<file path="src/rtl/vec_reloc_reg.sv">
module vec_reloc_reg #(
  parameter int AW     = 16,
  parameter int WIN    = 4,
  parameter int HOLD_N = 2
) (
  input  logic          clk,
  input  logic          rst_n,
  input  logic          wr_en,
  input  logic [7:0]    wr_data,
  output logic [7:0]    rd_data,
  input  logic          retire,
  input  logic [AW-1:0] boot_base,
  input  logic          in_boot,
  input  logic          lock_app_irq,
  input  logic          lock_boot_irq,
  output logic [AW-1:0] vec_base,
  output logic          irq_suppress
);
  localparam int CW = (WIN > 1) ? $clog2(WIN) : 1;
  localparam int HW = $clog2(HOLD_N + 1);

  logic [2:0]    int_en;
  logic          sel, ce;
  logic [CW-1:0] cnt;
  logic [HW-1:0] hold;

  wire arm     = wr_en & wr_data[0];
  wire sel_wr  = wr_en & ~wr_data[0] & ce;
  wire lock_hit = (sel & lock_app_irq & ~in_boot) | (~sel & lock_boot_irq & in_boot);

  always_ff @(posedge clk) begin
    if (!rst_n) begin
      int_en <= '0;
      sel    <= 1'b0;
      ce     <= 1'b0;
      cnt    <= '0;
      hold   <= '0;
    end else begin
      if (wr_en) int_en <= wr_data[7:5];
      if (arm) begin
        ce  <= 1'b1;
        cnt <= CW'(WIN - 1);
      end else if (sel_wr) begin
        ce  <= 1'b0;
        sel <= wr_data[1];
      end else if (ce) begin
        if (cnt == '0) ce <= 1'b0;
        else           cnt <= cnt - 1'b1;
      end
      if (sel_wr)                 hold <= HW'(HOLD_N);
      else if (retire && hold != '0) hold <= hold - 1'b1;
    end
  end

  assign rd_data      = {int_en, 3'b000, sel, ce};
  assign vec_base     = sel ? boot_base : '0;
  assign irq_suppress = arm | ce | (hold != '0) | lock_hit;

  p_sel_guard_r3: assert property (@(posedge clk) disable iff (!rst_n)
    !$stable(sel) |-> $past(ce && wr_en && !wr_data[0]));

  p_ce_origin_r4: assert property (@(posedge clk) disable iff (!rst_n)
    $rose(ce) |-> $past(wr_en && wr_data[0]));

  p_ce_drop_r5: assert property (@(posedge clk) disable iff (!rst_n)
    (ce && wr_en && !wr_data[0]) |=> !rd_data[0]);

  p_mask_window_r6: assert property (@(posedge clk) disable iff (!rst_n)
    rd_data[0] |-> irq_suppress);

  p_mask_hold_r7: assert property (@(posedge clk) disable iff (!rst_n)
    (ce && wr_en && !wr_data[0]) |=> irq_suppress);

  p_rsvd_zero_r11: assert property (@(posedge clk) disable iff (!rst_n)
    $past(wr_en) |-> rd_data[4:2] == 3'b000);
endmodule

</file>
<file path="config.mk">
export PLATFORM = sky130hd
export DESIGN_NAME = vec_reloc_reg
export DESIGN_NICKNAME = d
export VERILOG_FILES = /design/src/rtl/vec_reloc_reg.sv
export SDC_FILE = /design/constraint.sdc
export NUM_CORES = 1
export LEC_CHECK = 0
export CELL_PAD_IN_SITES_DETAIL_PLACEMENT = 0
export CELL_PAD_IN_SITES_GLOBAL_PLACEMENT = 1
export CORE_UTILIZATION = 21
export CTS_CLUSTER_DIAMETER = 120
export CTS_CLUSTER_SIZE = 20
export DETAILED_ROUTE_END_ITERATION = 10
export GPL_TIMING_DRIVEN = 0
export HOLD_SLACK_MARGIN = 0.05
export PLACE_DENSITY = 0.9
export SLEW_MARGIN = 20
export SYNTH_ARGS = -nofsm -noshare
export SYNTH_HDL_FRONTEND = slang
export SYNTH_SLANG_ARGS = --single-unit
</file>
<file path="constraint.sdc">
create_clock -name clk -period 2.39 [get_ports clk]
set_input_delay 0.478 -clock clk [delete_from_list [all_inputs] [get_ports clk]]
set_output_delay 0.478 -clock clk [all_outputs]
set_load 0.01 [all_outputs]
</file>
Yosys cells after proc, flatten, opt, wreduce, memory -nomap -nowiden
Index checks and enable logic that the tools add are counted.
- register bits after elaboration: 9
- $add $sub $neg: 2
- equality and inequality tests: 2
- mux-type cells: 11
- bitwise gates (word level): 16
- reduce and logical (&&, ||, !) cells: 8
- operators by type and width (operator ; number):
    16-bit two-way mux ; 1
    2-bit two-way mux ; 6
    1-bit AND ; 7
    2-bit nonzero test ; 3
    1-bit inverter ; 5
    1-bit two-way mux ; 4
    2-bit != test, second input constant ; 2
    1-bit bitwise OR ; 4
    2-bit by 1-bit subtractor with 2-bit output, second input constant ; 2
    3-bit AND reduction ; 1
    2-bit zero test ; 1
    2-bit AND reduction ; 1
    2-bit OR reduction ; 1
    1-bit logical AND ; 1

Depth between registers and ports, before layout
- depth in word-level cells: 5
- mapped depth: 5
- depth with buffers taken out: 5

Worst setup path after synthesis
Ideal clock, no wire load.
- path kind: input -> output
- start: input wr_en
- end: output irq_suppress
- arrival time: 0.846 ns
- setup slack: 1.066 ns
- stages: 3
- path through: buf_4 nand2_1 nand4b_1
- word-level cells in the longest chain between the ends: 4
- ends and longest elaborated chain (what ; line ; source):
    from (decl) ; 8 ; input logic wr_en,
    1-bit AND ; 27 ; wire arm = wr_en & wr_data[0];
    1-bit bitwise OR (3 in a row) ; 57 ; assign irq_suppress = arm | ce | (hold != '0) | lock_hit;
    to (decl) ; 17 ; output logic irq_suppress
No other way between the ends.

Final worst setup path
- start: register sel
- end: output vec_base[10]
- word-level cells in the longest chain between the ends: 1
- ends and longest elaborated chain (what ; line ; source):
    from (decl) ; 23 ; logic sel, ce;
    from (signal assigned) ; 45 ; sel <= wr_data[1];
    16-bit two-way mux ; 56 ; assign vec_base = sel ? boot_base : '0;
    to (decl) ; 16 ; output logic [AW-1:0] vec_base,
No other way between the ends.

==> flow_results.org <==
** Status
- Run status :: completed

** Global route
- Across every metal layer, demand over resource in global routing totals about a tenth.
- Via count of the first global-routing pass :: roughly 590
- The first global-routing pass estimated ~2500 um of wire.
- The number of antenna violations at the first check in global routing is 0.
- After global routing the overflow that remains totals 0.
- Maximum number of pins on one net before global-route repair :: 12

** CTS
- CTS H-Tree Depth :: 1
- Root cell of the clock tree :: sky130_fd_sc_hd__clkbuf_4
- CTS saw 9 sinks.
- Once the clock tree was built, the setup fixing pass inserted 0 buffers.
- CTS Hold Buffers Added :: 0
- The clock passes through at most 2 buffers.
- Clock input transition at the sequential cells of the worst setup and hold paths :: 60 ps
- TritonCTS built the clock tree.
- Counting the buffers created by CTS gives 3.
- Number of gates given a new drive strength after cts :: 0
- For the worst-skew pair, the clock arrives at the later sink with an insertion delay of ~260 ps.

** Pwr
- Across the VDD grid, the largest voltage drop is 0.275 mV.
- Lkg Pwr :: 0.497 nW
- Pwr per Cell Area :: between 300 and 400 nW/um^2

** Detailed routing
- In the final routed layout, each cell accounts on average for 9.98 um.
- For this block, the initial DRC count from the detailed router was 16.
- Overall via count from detail_route :: between 600 and 700
- DRC errors left :: 0
- In the routed layout, each cell is associated on average with a via count of around 4.
- The first detailed-routing pass ran for 4 iterations.
- Once detail routing completed, the nets flagged for antenna violations numbered 0.
- Total wire length :: 1550 um

** Setup path
- The critical path in this run is classified as reg -> out.
- Of all nets on the critical path, the largest fanout is 11.
- The worst setup path is launched from a register.
- Critical Path RT :: roughly 1900 ps
- STA classifies the critical path endpoint as a primary output.
- Launching instance or port of the critical path :: sel
- The worst register-to-register path begins at cnt[0].
- Arrival time at the worst endpoint :: around 1700 ps

** Die
- DIE HEIGHT :: 55.5 um
- I/O pin total :: 56
- Floorplan core area :: 2730 um^2
- The die covers slightly above 3000 um^2.
- From left edge to right edge, the die measures between 50 and 60 um.
- Row generation in the floorplan step produced 19 rows.
- Initial cell density of the core :: around 22%

** Place
- Once detailed placement completed, the half-perimeter wirelength came to 1280 um.
- Instance area after placement :: around 1100 um^2
- Timing analysis after detailed placement gives a worst setup slack of around 64 ps.
- The congestion estimate from routability-driven global placement came to approximately 0.75.
- During placement, the flow inserted port buffers numbering 47.

** Layout
- For this run, the post-layout net count is between 150 and 200.
- Design area :: ~1100 um^2
- Inserted Diodes :: 0
- Proportion of layout cells with a drive suffix above 1 :: 10.5%
- The area growth from synthesis to layout is 90.9%.

** Synthesis
- Counting every instance in the synthesized netlist gives 71.
- Synthesis instantiated 24 different standard cells from the library.
- Sequential elements use roughly 30% of the synthesized area.
- After synthesis, the mean cell area works out to about 8.5 um^2.
- Number of enable flip-flop cells after synthesis :: 0
- Flip-flop cell with the highest count after synthesis :: sky130_fd_sc_hd__dfxtp_1
- Area leader, netlist :: sky130_fd_sc_hd__dfxtp_1
- Leading cell types by count after synthesis :: 17 x sky130_fd_sc_hd__and2_1, 9 x sky130_fd_sc_hd__dfxtp_1, 6 x sky130_fd_sc_hd__buf_4, 6 x sky130_fd_sc_hd__nand2_1
- Warning count from the yosys run :: 0
- In this run the cell area of the synthesized design comes to approximately 600 um^2.
- Counting flops with an async set or reset pin after synthesis yields a share of 0%.
- The most common cell in the synthesized netlist is sky130_fd_sc_hd__and2_1.
- Leading post-synthesis cells by cell area :: sky130_fd_sc_hd__dfxtp_1 30%, sky130_fd_sc_hd__and2_1 18%, sky130_fd_sc_hd__buf_4 7.5%
- After synthesis the netlist holds a flip-flop and latch count of 9.
- Synth top area share :: between 20 and 30%

** Timing
- Final-report max-slew violation count :: 0
- Worst path setup slack after routing :: ~260 ps
- Unrepaired setup endpoints after global routing :: false
- The final-report hold violation count was 0.
- In the final timing run, aggregate negative setup slack is 0 ps.
- Part of the cycle the worst path needs :: between 80% and 90%
- The worst path in the final design needs a cycle of 2130 ps, including I/O delays and setup.
- Across the routed clock network, the largest skew measured is between 0.7 and 0.8 ps.
- Final-layout worst hold slack :: 533 ps
- Max Freq :: around 0.47 GHz
- Setup violations remaining at the end of the flow were counted as 0.

** Run
- Max-cap viol count :: 0

** Min path
- Type of the worst min-delay path :: reg -> reg
- Source of the worst hold timing path :: int_en[0]
-- report_power, final --
part	total [mW]	leakage (nW)	internal, mW	switching (mW)
logic	0.141	0.407	0.0919	0.0489
registers	0.168	0.0741	0.162	0.00605
clock network	0.120	0.0150	0.0645	0.0557
-- cell families (layout without fill, tap and decap cells) --
logic type | after synthesis | after routing | share of synthesized area, %
simple gates | 34 | 34 | 33.7
compound gates | 6 | 6 | 8.32
fa+ha+maj | 2 | 2 | 4.16
xor+xnor | 2 | 2 | 2.91
other cells | 1 | 3 | 0.623
buf+inv | 12 | 63 | 11.2
mux | 5 | 5 | 9.15
flops | 9 | 9 | 29.9
-- stage by stage --
step	utilization, %	total power [mW]	instances
after floorplan	-	0.244	73
after global placement	40.9	0.308	151
after detailed placement	40.9	0.314	151
after CTS	41.9	0.437	155
after global routing	42.0	0.454	155
final	42.0	0.429	155
-- path summary, 6_finish.rpt --
path | end | slack, ps | cells after the start
worst min register to register | int_en[0] | 530 | 2
worst max register to register | cnt[0] | 1130 | 5
worst min-delay path | int_en[0] | 530 | 2
worst max-delay path | vec_base[10] | 260 | 3
-- area by class of cell --
| class | count | area [um^2] |
|---|---|---|
| buffer | 8 | 53.8 |
| clock buffer | 4 | 26.3 |
| fill | 292 | 1590 |
| inverter | 4 | 15.0 |
| multi-input combinational | 52 | 362 |
| sequential | 9 | 180 |
| tap | 31 | 38.8 |
| timing repair buffer | 47 | 473 |
-- cells in the final DEF (no fill, tap or decap), drive strengths merged --
master / n
inv: 4
dfxtp: 9
and3: 1
o211a: 2
dlymetal6s2s: 1
nand4b: 1
mux2: 1
mux2i: 4
nor2: 2
o22a: 1
ha: 2
nand3: 1
and2: 17
nand3b: 1
nand2b: 1
nand2: 6
nor2b: 4
conb: 3
xnor2: 2
a21boi: 1
buf: 7
o21ai: 2
clkbuf: 5
clkdlybuf4s50: 46
-- per-layer routing --
metal  share of wire (%)  global-route usage (%)  wire length (um)
met3                 8.0                    4.68               124
met5                   0                       0                 0
met4                 1.4                    5.36                21
met2                  48                    17.4               748
met1                  42                    11.5               653
-- registers in the layout, summed over array words and instances (netlist names) --
| register | cells |
|---|---|
| ce | 1 |
| int_en | 3 |
| hold | 2 |
| cnt | 2 |
| sel | 1 |
-- critical path: stages (launching register included) --
cell and delay, ps:
sky130_fd_sc_hd__dfxtp_1 470, sky130_fd_sc_hd__clkbuf_2 240, sky130_fd_sc_hd__and2_1 140, sky130_fd_sc_hd__clkdlybuf4s50_1 540
(Power assumes the default switching activity.)
